[src/rtl/mclk_pkg.sv]
package mclk_pkg;
    localparam int PRES_W = 3;
    localparam int PCNT_W = 7;
    localparam int MDIV_W = 2;
    localparam int NSRC   = 3;

    typedef enum logic [1:0] {
        SRC_SLOW = 2'd0,
        SRC_MAIN = 2'd1,
        SRC_PLL  = 2'd2
    } src_e;

    typedef enum logic [1:0] {
        ST_RUN    = 2'd0,
        ST_SYNC   = 2'd1,
        ST_SETTLE = 2'd2
    } ctrl_st_e;

    function automatic src_e norm_src(input logic [1:0] code);
        return (code == 2'd3) ? SRC_PLL : src_e'(code);
    endfunction

    function automatic logic [PCNT_W-1:0] pres_ratio(input logic [PRES_W-1:0] code);
        return (code == PRES_W'(7)) ? PCNT_W'(1) : (PCNT_W'(1) << code);
    endfunction

    function automatic logic [2:0] mdiv_ratio(input logic [MDIV_W-1:0] code);
        case (code)
            2'd0:    return 3'd1;
            2'd1:    return 3'd2;
            2'd2:    return 3'd4;
            default: return 3'd3;
        endcase
    endfunction
endpackage

[src/rtl/mclk_half.sv]
module mclk_half (
    input  logic clk,
    input  logic rst,
    input  logic half_en,
    input  logic tick_in,
    output logic tick_out
);
    logic phase;

    always_ff @(posedge clk) begin
        if (rst)
            phase <= 1'b0;
        else if (tick_in)
            phase <= ~phase;
    end

    assign tick_out = tick_in && (!half_en || phase);
endmodule

[src/rtl/mclk_prescale.sv]
module mclk_prescale
    import mclk_pkg::*;
(
    input  logic              clk,
    input  logic              rst,
    input  logic              restart,
    input  logic              tick_in,
    input  logic [PRES_W-1:0] code,
    output logic              tick_out
);
    logic [PCNT_W-1:0] cnt;
    logic [PCNT_W-1:0] last;

    assign last     = pres_ratio(code) - PCNT_W'(1);
    assign tick_out = tick_in && !restart && (cnt == last);

    always_ff @(posedge clk) begin
        if (rst || restart)
            cnt <= '0;
        else if (tick_in)
            cnt <= (cnt == last) ? '0 : cnt + PCNT_W'(1);
    end
endmodule

[src/rtl/mclk_mdiv.sv]
module mclk_mdiv
    import mclk_pkg::*;
(
    input  logic              clk,
    input  logic              rst,
    input  logic              restart,
    input  logic              tick_in,
    input  logic [MDIV_W-1:0] code,
    output logic              tick_out
);
    logic [1:0] cnt;
    logic [1:0] last;

    assign last     = 2'(mdiv_ratio(code) - 3'd1);
    assign tick_out = tick_in && !restart && (cnt == last);

    always_ff @(posedge clk) begin
        if (rst || restart)
            cnt <= '0;
        else if (tick_in)
            cnt <= (cnt == last) ? 2'd0 : cnt + 2'd1;
    end
endmodule

[src/rtl/mclk_ctrl.sv]
module mclk_ctrl
    import mclk_pkg::*;
(
    input  logic              clk,
    input  logic              rst,
    input  logic              cfg_wr,
    input  src_e              cfg_src,
    input  logic [PRES_W-1:0] cfg_pres,
    input  logic [NSRC-1:0]   src_ticks,
    input  logic              pll_locked,
    input  logic              mck_tick,
    output logic [PRES_W-1:0] pres_cur,
    output src_e              sel_cur,
    output src_e              active,
    output logic              run_en,
    output logic              restart,
    output logic              ready
);
    ctrl_st_e   state;
    src_e       pend_src;
    src_e       sync_tgt;
    src_e       target;
    logic       sync_cnt;
    logic       pres_wr;
    logic       sync_done;
    logic       pll_down;

    assign pll_down  = (sel_cur == SRC_PLL) && !pll_locked;
    assign target    = pll_down ? SRC_MAIN : sel_cur;
    assign pres_wr   = cfg_wr && (cfg_pres != pres_cur);
    assign sync_done = (state == ST_SYNC) && (target == sync_tgt)
                       && src_ticks[target] && sync_cnt;
    assign restart   = pres_wr || sync_done;
    assign run_en    = (state != ST_SYNC);
    assign ready     = (state == ST_RUN) && (target == active)
                       && (sel_cur == pend_src) && !pll_down;

    always_ff @(posedge clk) begin
        if (rst) begin
            state    <= ST_RUN;
            pend_src <= SRC_SLOW;
            sel_cur  <= SRC_SLOW;
            active   <= SRC_SLOW;
            sync_tgt <= SRC_SLOW;
            sync_cnt <= 1'b0;
            pres_cur <= '0;
        end else begin
            if (cfg_wr)
                pend_src <= cfg_src;
            if (pres_wr) begin
                pres_cur <= cfg_pres;
                state    <= ST_SETTLE;
            end else begin
                case (state)
                    ST_RUN: begin
                        if (target != active) begin
                            state    <= ST_SYNC;
                            sync_tgt <= target;
                            sync_cnt <= 1'b0;
                        end else if (sel_cur != pend_src) begin
                            sel_cur <= pend_src;
                        end
                    end
                    ST_SYNC: begin
                        if (target != sync_tgt) begin
                            sync_tgt <= target;
                            sync_cnt <= 1'b0;
                        end else if (src_ticks[target]) begin
                            if (sync_cnt) begin
                                active <= target;
                                state  <= ST_SETTLE;
                            end else begin
                                sync_cnt <= 1'b1;
                            end
                        end
                    end
                    default: begin
                        if (target != active) begin
                            state    <= ST_SYNC;
                            sync_tgt <= target;
                            sync_cnt <= 1'b0;
                        end else if (mck_tick) begin
                            state <= ST_RUN;
                        end
                    end
                endcase
            end
        end
    end
endmodule

[src/rtl/mclk_gen.sv]
module mclk_gen
    import mclk_pkg::*;
(
    input  logic       clk,
    input  logic       rst,
    input  logic       cfg_wr,
    input  logic [1:0] cfg_src,
    input  logic [2:0] cfg_pres,
    input  logic [1:0] cfg_mdiv,
    input  logic       cfg_pll_half,
    input  logic       slow_tick,
    input  logic       main_tick,
    input  logic       pll_tick,
    input  logic       pll_locked,
    output logic       pck_tick,
    output logic       mck_tick,
    output logic       mck_ready,
    output logic [1:0] active_src
);
    logic [MDIV_W-1:0] mdiv_q;
    logic              half_q;
    logic              pll_eff;
    logic [NSRC-1:0]   src_ticks;
    logic [PRES_W-1:0] pres_cur;
    src_e              sel_cur;
    src_e              act;
    logic              run_en;
    logic              restart;
    logic              mdiv_wr;
    logic              gated_tick;

    always_ff @(posedge clk) begin
        if (rst) begin
            mdiv_q <= '0;
            half_q <= 1'b0;
        end else if (cfg_wr) begin
            mdiv_q <= cfg_mdiv;
            half_q <= cfg_pll_half;
        end
    end

    assign mdiv_wr = cfg_wr && (cfg_mdiv != mdiv_q);

    mclk_half u_half (
        .clk      (clk),
        .rst      (rst),
        .half_en  (half_q),
        .tick_in  (pll_tick),
        .tick_out (pll_eff)
    );

    assign src_ticks = {pll_eff, main_tick, slow_tick};

    mclk_ctrl u_ctrl (
        .clk        (clk),
        .rst        (rst),
        .cfg_wr     (cfg_wr),
        .cfg_src    (norm_src(cfg_src)),
        .cfg_pres   (cfg_pres),
        .src_ticks  (src_ticks),
        .pll_locked (pll_locked),
        .mck_tick   (mck_tick),
        .pres_cur   (pres_cur),
        .sel_cur    (sel_cur),
        .active     (act),
        .run_en     (run_en),
        .restart    (restart),
        .ready      (mck_ready)
    );

    assign gated_tick = run_en && src_ticks[act];

    mclk_prescale u_pres (
        .clk      (clk),
        .rst      (rst),
        .restart  (restart),
        .tick_in  (gated_tick),
        .code     (pres_cur),
        .tick_out (pck_tick)
    );

    mclk_mdiv u_mdiv (
        .clk      (clk),
        .rst      (rst),
        .restart  (restart || mdiv_wr),
        .tick_in  (pck_tick),
        .code     (mdiv_q),
        .tick_out (mck_tick)
    );

    assign active_src = act;
endmodule

[config.mk]
export PLATFORM = sky130hd
export DESIGN_NAME = mclk_gen
export DESIGN_NICKNAME = d
export VERILOG_FILES = /design/src/rtl/mclk_pkg.sv /design/src/rtl/mclk_half.sv /design/src/rtl/mclk_prescale.sv /design/src/rtl/mclk_mdiv.sv /design/src/rtl/mclk_ctrl.sv /design/src/rtl/mclk_gen.sv
export SDC_FILE = /design/constraint.sdc
export NUM_CORES = 1
export LEC_CHECK = 0
export ABC_AREA = 1
export BUFFER_PORTS_ARGS = -buffer_cell sky130_fd_sc_hd__buf_2
export CORE_MARGIN = 3
export CORE_UTILIZATION = 46
export DETAILED_ROUTE_END_ITERATION = 10
export GPL_TIMING_DRIVEN = 1
export PLACE_DENSITY = 0.76
export SYNTH_ARGS = -nofsm -noshare
export SYNTH_HDL_FRONTEND = slang
export SYNTH_SLANG_ARGS = --single-unit
[constraint.sdc]
create_clock -name clk -period 2 [get_ports clk]
set_input_delay 0.1 -clock clk [delete_from_list [all_inputs] [get_ports clk]]
set_output_delay 0.1 -clock clk [all_outputs]
set_load 0.02 [all_outputs]
======== Word-level counts from Yosys, hierarchy flattened ========
Cells that the tools add are included.
word-level totals
  register bits after elaboration ......... 27
  latch bits .............................. 0
  memory bits (writable) .................. 0
  memory bits (read-only) ................. 0
  input bits .............................. 15
  output and inout port bits .............. 5
  logic and storage cells ................. 113
  memories kept ........................... 0
cells by class
  add/subtract/negate cells ............... 4
  multiply operators ...................... 0
  div/mod/pow operators ................... 0
  order comparisons ....................... 2
  equality and inequality tests ........... 27
  shift operators ......................... 1
  mux-type cells .......................... 25
  bitwise logic cells ..................... 4
  reductions and logical operators ........ 37
operator list
  operator             count
  $mux 2               13
  $logic_and 1x1->1    15
  $reduce_and 5->1     3
  $mux 7               2
  $ne 3x2->1 const B   3
  $eq 2x2->1           4
  $ne 2x2->1           4
  $ne 2x2->1 const B   4
  $add 7x1->7 const B  1
  $eq 7x7->1           1
  $shl 1x3->7 const A  1
  $sub 7x1->7 const B  1
  $eq 2x2->1 const B   3
  $lt 2x3->1 const B   2
  $mux 1               6
  $pmux 2 s3           1
  $reduce_and 3->1     2
  $logic_not 1->1      5
  $logic_or 1x1->1     5
  $bmux 1 s2           2
  $eq 2x1->1 const B   2
  $logic_not 2->1      2
  $ne 2x1->1 const B   2
  $not 1->1            4
  other kinds (12)     12

======== Depth between registers and ports, before layout ========
Gate-level depths: netlist of the first run.
  word-level depth ........................ 17
  mapped depth ............................ 18
  depth with buffers taken out ............ 18

======== Cells and area by module ========
Synthesis of the first run repeated with hierarchy kept, for this count alone.
second synthesis, totals
  cells, all modules ...................... 301
  area total of the unflattened synthesis .. 1895.6 um^2
modules (own cells, without submodules)
  module         instances  cells each  area an instance (um^2)
  mclk_ctrl      1          134         899.6
  mclk_prescale  1          95          578.1
  mclk_mdiv      1          33          186.4
  mclk_gen       1          31          181.4
  mclk_half      1          8           50.0

======== Least setup slack after synthesis of the first run ========
No wires, ideal clock.
  path type ............................... flip-flop to flip-flop
  start point ............................. register u_ctrl.pres_cur[1]
  end point ............................... register u_mdiv.cnt[1]
  setup time .............................. 0.115 ns
  data arrival time ....................... 1.957 ns
  required time ........................... 1.885 ns
  path slack .............................. -0.072 ns
  stages on the path, launching flop included .. 17
  cell sequence ........................... dfxtp_1 -> nand2_1 -> nand2_2 -> nand2_2 -> ha_1 -> xor2_1 -> nand2_1 -> nor2_1 -> nand2_1 -> nor2_4 -> nand2_2 -> nor2_4 -> nand2_2 -> inv_2 -> o21ai_1 -> nand2_1 -> a21oi_2
between the ends
  word-level cells in the longest chain between the ends .. 6
  elaborated cells on any way between the ends .. 13
  those cells by class .................... add/sub: 1; eq/ne: 3; shift: 1; mux: 1; reduce/logical: 7
ends and longest elaborated chain
  what                                                 RTL line             source
  start: declaration                                   mclk_ctrl.sv:12      output logic [PRES_W-1:0] pres_cur,
  start signal: assignment                             mclk_ctrl.sv:51      pres_cur <= cfg_pres;
  branches (longest 5 deep; another with $sub 7x1->7)  --
  $logic_and 1x1->1 (*)                                mclk_prescale.sv:15  assign tick_out = tick_in && !restart && (cnt == last);
  net pck_tick                                         mclk_gen.sv:15       output logic pck_tick,
  end signal: assignment                               mclk_mdiv.sv:21      cnt <= (cnt == last) ? 2'd0 : cnt + 2'd1;
  end: declaration                                     mclk_mdiv.sv:11      logic [1:0] cnt;
Mark *: on every way through the listed nets, which the timed path passes.
A chain may end at the register's enable or synchronous reset.

======== Worst setup path after layout of the first run ========
  start point ............................. register u_ctrl.pres_cur[1]
  end point ............................... output port pck_tick
between the ends
  word-level cells in the longest chain between the ends .. 6
  elaborated cells on any way between the ends .. 11
  those cells by class .................... add/sub: 1; eq/ne: 3; shift: 1; mux: 1; reduce/logical: 5
ends and longest elaborated chain
  what                                                 RTL line
  branches (longest 5 deep; another with $sub 7x1->7)  --
  $logic_and 1x1->1 (*)                                mclk_prescale.sv:15
  end: declaration                                     mclk_gen.sv:15
Every way passes the cells marked *.

==> results of run 1 <==
final timing paths:
check | startpoint | endpoint | depth (start not counted)
setup / recovery | u_ctrl.pres_cur[1] | pck_tick | 13
hold / removal | cfg_src[0] | u_ctrl.pend_src[0] | 3
setup reg to reg | u_ctrl.pres_cur[1] | u_ctrl.state[0] | 16
hold reg to reg | half_q | half_q | 2
power by group through the flow:
stage                     Sequential [mW]  Clock, mW  Combinational [mW]
after global placement              0.639          0               0.583
after CTS                           0.628      0.334               0.617
after detailed placement            0.640          0               0.591
after floorplan                     0.634          0               0.471
after global routing                0.636      0.349               0.724
final                               0.630      0.325               0.643
flip-flops by register name, indices dropped and copies added (netlist names):
name / count
u_ctrl.sel_cur: 2
half_q: 1
u_mdiv.cnt: 2
u_ctrl.sync_tgt: 2
u_ctrl.active: 2
u_pres.cnt: 7
u_ctrl.state: 2
mdiv_q: 2
u_ctrl.pend_src: 2
u_ctrl.pres_cur: 3
u_ctrl.sync_cnt: 1
u_half.phase: 1
synth_stat cells, types with 5 or more instances:
master    n
xor2_1    6
xnor2_1   7
inv_1    33
nand3_2   5
nand2_1  50
nand2_2   6
inv_2     8
o21ai_0  13
ha_1      6
o21ai_1   5
dfxtp_1  27
a21oi_1  15
nand3_1  15
nor2_1   21
metal layers:
metal	track usage, %	routed length (µm)	vias up	part of all wire, %
li1	-	-	918	-
met1	22.8	1970	792	48
met2	28.0	1920	38	47
met3	3.04	131	7	3.2
met4	7.16	84	0	2.0
met5	0	0	-	0
per-stage QoR:
step / std cells / setup slack [ps] / setup TNS (ps) / utilization [%]
6_report: 341 / -229 / -989 / 58.9
5_1_grt: 341 / -334 / -2400 / 58.9
4_1_cts: 337 / -201 / -534 / 57.2
3_5_place_dp: 331 / -71.6 / -218 / 54.4
3_3_place_gp: 331 / 2.11 / 0 / 54.4
2_1_floorplan: 259 / 19.3 / 0 / -
cell type report:
class	count	share of cell area, %
clock buffers	3	1.87
multi-input cells	189	53.7
well taps	48	2.72
clock inverters	1	0.340
repair buffers	31	8.96
inverters	42	7.37
flip-flops and latches	27	25.0
cells by family after synthesis:
kind of cell | count (synthesis)
AO/OA/AOI/OAI | 47
XOR/XNOR | 14
adder cells (fa/ha/maj) | 6
buffers and inverters | 43
flip-flops | 27
AND/OR/NAND/NOR | 122
timing repair:
| action | in CTS | in global routing |
|---|---|---|
| buffers inserted | 2 | 5 |
| setup endpoints to repair | 12 | 13 |
| pin swaps | 0 | 7 |
| gates resized for setup | 13 | 9 |
worst register-to-register path, stage by stage, from the launching register on:
cell,delay [ps]
dfxtp_4,380
o21ai_4,170
nand2_2,100
ha_4,270
xor2_1,130
nand2_1,60
nor2_1,80
nand2_1,90
nor2_4,130
nand2_4,60
nor2_4,100
nand3_2,80
buf_4,150
nand2_4,60
nand3_1,60
nand2_1,80
a21oi_2,50
==> impl_metrics.yaml, run 1 <==
placement:
  detailed_place_hpwl_um: 3070
  placement.io_buffers: 19
  placedInstanceArea_um2: 2040
  place_congestion: 0.821
setup_path:
  startpoint_type: "flop"
  path_buf_inv: 2
  end_kind: "output pin"
  arr_time_crit_path_ps: 2130
  timing.critical_path.fanout_max: 5
  worstSetupPathType: "reg -> out"
  slowest_delay_ps: 380
  path_cells: "o21ai_4, nand2_2, ha_4, xor2_1, nand2_1, nor2_1, nand2_1, nor2_4, nand2_4, nor2_4, nand2_2, inv_4, buf_6"
  regToRegSetupSlack_ps: -160
  worstPathRequired_ps: 1900
  path_delay_family: "simple AND/OR/NAND/NOR gates"
  timing.critical_path.slowest_stage_cell: "dfxtp_4"
power:
  share_clk_of_total_power_pct: 20.4
  power_frac_comb_pct: 40.2
  reported_net_switching_power_mw: 0.619
  post-layout-total-power_mw: 1.60
  power.share.switching_pct: 38.7
  p_leak_nw: 0.959
  power_density_nw_per_um2: 725
  intPower_mw: 0.980
  ir_drop_mv: 0.494
  seqPwrFrac_pct: 39.4
global_routing:
  global_route_wire_length_before_repair_um: 7020
  grt-ovfl-total: 0
  grt_util_all_layers_pct: 17.4
  via_count_of_the_first_global_routing_pass: 1637
  antenna_found_initial: 0
  grt_start_max_net_pins: 17
logic_synthesis:
  yosys-top-cells-area: "dfxtp_1, nand2_1, inv_1"
  synth_edf_count: 0
  synth.mux.area_fraction_pct: 0
  combinational_family_with_the_most_area_after_synthesis: "simple AND/OR/NAND/NOR gates"
  average_cell_area_after_synthesis_um2: 7.09
  post_synth_fa_ha_maj_area_fraction_pct: 4.09
  seq_area_frac_synth_pct: 29.4
  synth_fp_nets: 280
  yosys.area_share.simple_pct: 34.6
  netlist_area_um2: 1840
  netlist.top_cell.by_area: "dfxtp_1"
  yosys_register_bits: 27
  postSynth.asyncResetShare_pct: 0
  synth_xor_area_share_pct: 7.08
  yosys.cell_types.count: 35
  synth_top_area_share_pct: 29.4
  synthesis.instances: 259
  post_synthesis_compound_gate_area_fraction_pct: 16.0
  postSynth.topFlopCell: "dfxtp_1"
  yosys_warnings: 0
finish:
  mostFrequentLayoutCell: "nand2_1"
  regArea_um2: 552
  drive_above_1_share_pct: 28.7
  layout.nets: 315
  areaGrowthSynthToFinish_pct: 20.1
  final.fill_count: 362
  area_used_by_multi_input_combinational_logic_um2: 1180
  layout.cell_area.non_filler_um2: 2210
  num_antenna_cells: 0
  mostFrequentLayoutCells: "nand2_1, inv_1, dfxtp_1"
clock_tree:
  ctsLongestPathBuffers: 2
  clock_latency_ps: 280
  cts_inserted_buffers: 3
  reg_clk_slew_reported_paths_ps: 100
  clock-sinks: 27
  cts.hold.buffers_added: 0
  cts_max_level: 1
  cts_root_buf: "clkbuf_8"
  cts_tree: "yes"
sta:
  maxSlewViolCount: 0
  setup_violations: 12
  timing.max_slew.rel_slack_pct: 75.6
  final.setup_skew_ps: 5.55
  timing.final.crit_period_ps: 2230
  finalHoldViolCount: 0
  worst_hold_check_slack_ps: 54.2
  tightestPinTransition_ps: 366
  grt_setup_unrepaired: "yes"
  post-route-period-util_pct: 111
  final.setup.worst_slack_ps: -229
  clock.fmax_mhz: 449
min_path:
  timing.hold.worst.class: "in -> reg"
die:
  die-height_um: 69.2
  ioPinCount: 20
  floorplan.die.width_um: 69.2
  design.die.area_um2: 4790
  floorplan.initialDensity_pct: 49.1
  floorplan.core_area_um2: 3740
  total_number_of_placement_rows: 22
run:
  max-cap-violations: 0
routing:
  routedWlPerCell_um: 12.0
  vias: 1755
  route.detailed.vias_per_inst: 5.15
  drcViolationCount: 0
  drtIter0Drc: 125
  postRouteWirelength_um: 4100
  drt-pass1-iter-count: 4
  detail-route-antenna-nets: 0
status:
  status: "complete, but fails checks"
  failed_checks: "negative setup slack"
(Power assumes the default switching activity.)
==> inputs of run 2 (changes only) <==
- ABC_AREA: 1 -> unset
==> run 2 against run 1 <==
Net effect:
- register-to-register slack got worse by 240 ps
- synthesized cell count fell by 18%
- first-iteration DRC count shrank 61%
- fmax is 8.6% lower
- synthesized area shrank 3.1%
- wire length is 1.6% higher
- combinational power shrank 44%
- the run still ends with negative setup slack left
- sequential power is 8.1% lower
==> impl_metrics.yaml, run 2 <==
status:
  status: "complete, but fails checks"
  failed_checks: "negative setup slack"
power:
  ir_drop_mv: 0.355
  p_leak_nw: 0.990
  power_density_nw_per_um2: 521
logic_synthesis:
  postSynth.topFlopCell: "dfxtp_1"
  yosys.cell_types.count: 51
  yosys_register_bits: 27
  yosys.cell_count.top_type: "dfxtp_1"
  yosys-top-cells-area: "dfxtp_1, xor2_1, mux2i_1"
  synthesis.instances: 213
  synth_top_area_share_pct: 30.4
  synth_common_cells: "dfxtp_1, nor2_1, nand2_1"
  average_cell_area_after_synthesis_um2: 8.35
  synth_fp_nets: 234
  yosys_warnings: 0
  postSynth.asyncResetShare_pct: 0
  synth_edf_count: 0
  netlist.top_cell.by_area: "dfxtp_1"
  netlist_area_um2: 1780
  seq_area_frac_synth_pct: 30.4
setup_path:
  slowest_delay_ps: 380
  timing.critical_path.fanout_max: 6
  worstSetupPathType: "reg -> out"
  end_kind: "output pin"
  startpoint_type: "flop"
  arr_time_crit_path_ps: 2340
  setup.worst_path.start: "u_ctrl.pres_cur[2]"
  path_cells: "and3_1, nor2_2, ha_4, nand3b_1, a211o_1, a21oi_2, o2111ai_4, nor4_4, buf_4"
  timing.critical_path.slowest_stage_cell: "dfxtp_4"
  r2r_start: "u_ctrl.pres_cur[2]"
  worstPathRequired_ps: 1900
sta:
  maxSlewViolCount: 0
  timing.final.crit_period_ps: 2440
  clock.fmax_mhz: 410
  final.setup.worst_slack_ps: -438
  tightestPinTransition_ps: 451
  post-route-period-util_pct: 122
  final.setup_skew_ps: 2.17
  grt_setup_unrepaired: "yes"
  timing.max_slew.rel_slack_pct: 70.0
  setup_violations: 13
  finalHoldViolCount: 0
clock_tree:
  clock_latency_ps: 270
  cts_inserted_buffers: 3
  cts.hold.buffers_added: 0
  reg_clk_slew_reported_paths_ps: 90
  cts_root_buf: "clkbuf_8"
  cts_tree: "yes"
  clock-sinks: 27
  ctsLongestPathBuffers: 2
  cts_max_level: 1
finish:
  mostFrequentLayoutCells: "buf_4, nor2_1, dfxtp_1"
  reg.largest.list: "u_pres.cnt (7), u_ctrl.pres_cur (3)"
  largest_reg_flops: 7
  final.fill_count: 280
  layout.core_utilization_pct: 68.4
  largest_register: "u_pres.cnt"
  num_antenna_cells: 0
  drive_above_1_share_pct: 35.2
  layout.nets: 283
  areaGrowthSynthToFinish_pct: 35.4
  mostFrequentLayoutCell: "buf_4"
  finalNonFillerCells: 307
run:
  max-cap-violations: 0
global_routing:
  grt_start_max_net_pins: 23
  global_route_wire_length_before_repair_um: 7140
  via_count_of_the_first_global_routing_pass: 1629
  grt-ovfl-total: 0
  antenna_found_initial: 0
  grt_util_all_layers_pct: 20.0
routing:
  drtIter0Drc: 49
  detail-route-antenna-nets: 0
  postRouteWirelength_um: 4170
  drt-pass1-iter-count: 4
  drcViolationCount: 0
  routedWlPerCell_um: 13.6
  vias: 1663
  route.detailed.vias_per_inst: 5.42
min_path:
  holdCritStartpoint: "cfg_pll_half"
  timing.hold.worst.class: "in -> reg"
die:
  floorplan.die.width_um: 68.2
  die-height_um: 68.2
  floorplan.core_area_um2: 3520
  design.die.area_um2: 4650
  floorplan.initialDensity_pct: 50.5
  total_number_of_placement_rows: 21
  ioPinCount: 20
placement:
  placement.io_buffers: 19
  detailed_place_hpwl_um: 2970
  cells_after_dpl: 295
  place_congestion: 0.826
[run 2: critical path, delay by kind of cell (launching register included)]
| family | cells | cell delay [ps] |
|---|---|---|
| adder cells (fa/ha/maj) | 1 | 190 |
| flip-flops | 1 | 380 |
| buffers and inverters | 1 | 180 |
| AO/OA/AOI/OAI | 3 | 640 |
| AND/OR/NAND/NOR | 4 | 690 |
[run 2: cells by family (layout without fill, tap and decap cells)]
kind of cell | Yosys count | after routing | synth area share (%)
AO/OA/AOI/OAI | 41 | 41 | 16.9
XOR/XNOR | 20 | 20 | 9.85
adder cells (fa/ha/maj) | 6 | 6 | 4.22
buffers and inverters | 12 | 60 | 3.30
flip-flops | 27 | 27 | 30.4
multiplexers | 12 | 12 | 6.82
AND/OR/NAND/NOR | 95 | 95 | 28.5
[run 2: worst paths after layout]
check	slack (ps)	to	cells past startpoint
max	-440	mck_tick	9
max reg2reg	-400	u_mdiv.cnt[1]	10
min	60	half_q	3
min reg2reg	500	u_mdiv.cnt[1]	2
[run 2: power breakdown]
part           switching, mW  total, mW  leakage, nW  internal [mW]
clock                  0.176      0.319       0.0228          0.143
combinational          0.174      0.357        0.744          0.184
sequential            0.0255      0.579        0.224          0.554
total                  0.375       1.26        0.990          0.881
[run 2: repair_timing]
item	4_1_cts	5_1_grt
setup buffers	7	2
hold endpoints to repair	0	0
endpoints found under the setup margin	17	20
pin swaps	16	6
resized for setup	31	11
[run 2: layout make-up]
cell class	count	area [µm²]	area share, %
Multi-Input combinational cell	174	1360	56.3
Sequential cell	27	558	23.2
Timing Repair Buffer	53	380	15.8
Tap cell	46	57.6	2.39
Clock buffer	4	45.0	1.87
Inverter	3	11.3	0.467
[run 2: layer usage]
layer | vias up | wire length, µm | GRT usage, %
li1 | 851 | - | -
met1 | 780 | 1860 | 25.0
met2 | 30 | 2130 | 35.7
met3 | 2 | 154 | 2.46
met4 | 0 | 17 | 5.96
met5 | - | 0 | 0
[run 2: through the flow]
step                power [mW]  hold slack, ps  setup slack [ps]  instance area, µm²  setup TNS, ps
CTS                       1.24            56.9              -427                2350          -4170
global route              1.31            78.0              -534                2410          -5850
floorplan                0.792             237              -279                1850          -2150
detailed placement       0.884             346              -379                2130          -3130
finish                    1.26            57.9              -438                2410          -4470
global placement         0.878             339              -290                2130          -2250
==> inputs of run 3 (changes only) <==
- SKIP_LAST_GASP: unset -> 1
==> run 3 against run 2 <==
Net effect:
- the run still ends with negative setup slack left
- critical path depth stayed put
- first-iteration DRC count increased by 35%
- via count increased by 1.6%
- die area did not move
- count of clock-buffer cells in the layout did not move
- register-to-register slack hardly changed
- non-clock buffer count up 2
- total power rose by 1.3%
- cell count is 0.65% higher
- largest power group unchanged
==> impl_metrics.yaml, run 3 (synthesized netlist as in run 2, its figures left out) <==
status:
  status: "complete, but fails checks"
  failed_checks: "negative setup slack"
setup_path:
  path_buf_inv: 1
  slowest_delay_ps: 380
  crit_cells: 9
  regToRegSetupSlack_ps: -410
  worstSetupPathType: "reg -> out"
  end_kind: "output pin"
  path_cells: "and3_1, nor2_2, ha_4, nand3b_1, a211o_1, a21oi_2, o2111ai_4, nor4_4, buf_4"
  startpoint_type: "flop"
  arr_time_crit_path_ps: 2350
  setup.worst_path.end: "mck_tick"
  setup.worst_path.start: "u_ctrl.pres_cur[2]"
  path_delay_family: "simple AND/OR/NAND/NOR gates"
  timing.critical_path.fanout_max: 6
  worstPathRequired_ps: 1900
  worst_r2r_endpoint: "u_mdiv.cnt[1]"
  timing.critical_path.slowest_stage_cell: "dfxtp_4"
  worst_r2r_path_depth: 10
  r2r_start: "u_ctrl.pres_cur[2]"
power:
  p_leak_nw: 1.03
  power_density_nw_per_um2: 514
  post-layout-total-power_mw: 1.27
  ir_drop_mv: 0.354
sta:
  setup_violations: 13
  final.setup_skew_ps: 1.51
  grt_setup_unrepaired: "yes"
  final.setup.worst_slack_ps: -446
  timing.max_slew.rel_slack_pct: 69.7
  tightestPinTransition_ps: 454
  post-route-period-util_pct: 122
  finalHoldViolCount: 0
  maxSlewViolCount: 0
  timing.final.crit_period_ps: 2450
  clock.fmax_mhz: 409
min_path:
  timing.hold.worst.class: "in -> reg"
clock_tree:
  cts_max_level: 1
  ctsLongestPathBuffers: 2
  clock-sinks: 27
  cts.hold.buffers_added: 0
  clock_latency_ps: 280
  cts_tree: "yes"
  reg_clk_slew_reported_paths_ps: 100
  cts_root_buf: "clkbuf_8"
  cts_inserted_buffers: 3
die:
  total_number_of_placement_rows: 21
  floorplan.die.width_um: 68.2
  ioPinCount: 20
  floorplan.core_area_um2: 3520
  floorplan.initialDensity_pct: 50.5
  die-height_um: 68.2
  design.die.area_um2: 4650
finish:
  layout.nets: 285
  final.fill_count: 257
  areaGrowthSynthToFinish_pct: 39.0
  area_used_by_multi_input_combinational_logic_um2: 1400
  mostFrequentLayoutCells: "buf_4, nor2_1, dfxtp_1"
  num_antenna_cells: 0
  largest_register: "u_pres.cnt"
  regArea_um2: 563
  largest_reg_flops: 7
  mostFrequentLayoutCell: "buf_4"
  drive_above_1_share_pct: 38.0
  finalNonFillerCells: 309
  reg.largest.list: "u_pres.cnt (7), u_ctrl.pres_cur (3)"
routing:
  drtIter0Drc: 66
  postRouteWirelength_um: 4330
  vias: 1690
  drt-pass1-iter-count: 4
  routedWlPerCell_um: 14.0
  detail-route-antenna-nets: 0
  route.detailed.vias_per_inst: 5.47
  drcViolationCount: 0
placement:
  place_congestion: 0.826
  placement.io_buffers: 19
  dp_slack_ps: -379
  detailed_place_hpwl_um: 2970
  cells_after_dpl: 295
global_routing:
  grt_start_max_net_pins: 23
  antenna_found_initial: 0
  via_count_of_the_first_global_routing_pass: 1615
  grt_util_all_layers_pct: 19.8
  global_route_wire_length_before_repair_um: 7100
  grt-ovfl-total: 0
run:
  max-cap-violations: 0
[run 3: timing repair]
action	CTS	global route
gates resized for setup	30	23
buffers inserted	7	3
setup endpoints to repair	17	18
pin swaps	16	8
[run 3: power breakdown]
part	internal (mW)	leakage, nW	switching [mW]
logic	0.189	0.779	0.177
clock network	0.143	0.0228	0.183
registers	0.553	0.225	0.0269
[run 3: routing by layer]
layer | part of all wire (%) | GRT usage [%] | vias up
met5 | 0 | 0 | -
met4 | 1.5 | 6.70 | 0
met3 | 2.8 | 2.79 | 8
met2 | 51 | 34.9 | 24
met1 | 45 | 24.5 | 808
li1 | - | - | 850
[run 3: how the worst min path moves through the flow]
stage	from	endpoint	slack [ps]	cells after the start
after CTS	cfg_pll_half	half_q	60	3
after global placement	cfg_pll_half	half_q	340	3
final	cfg_pll_half	half_q	50	3
after detailed placement	cfg_pll_half	half_q	350	3
after floorplan	pll_tick	u_half.phase	240	2
after global routing	cfg_pll_half	half_q	80	3
[run 3: layout make-up]
class	count	area share, %
well taps	46	2.33
flip-flops and latches	27	22.8
inverters	3	0.455
clock buffers	4	1.82
multi-input cells	174	56.5
repair buffers	55	16.1
[run 3: per-stage QoR]
stage	hold slack [ps]	setup TNS (ps)	utilization, %	instance area, µm²
after floorplan	237	-2150	-	1850
after global placement	339	-2250	60.6	2130
final	52.7	-4470	70.2	2470
after detailed placement	346	-3130	60.6	2130
after global routing	78.0	-5800	70.2	2470
after CTS	56.9	-4170	66.5	2340
[run 3: worst register-to-register path, stage by stage, from the launching register on]
cell,delay [ps]
dfxtp_4,380
and3_1,190
nor2_2,140
ha_4,190
nand3b_1,130
a211o_1,300
a21oi_2,180
o2111ai_4,160
buf_6,160
or4_1,400
a21boi_1,120
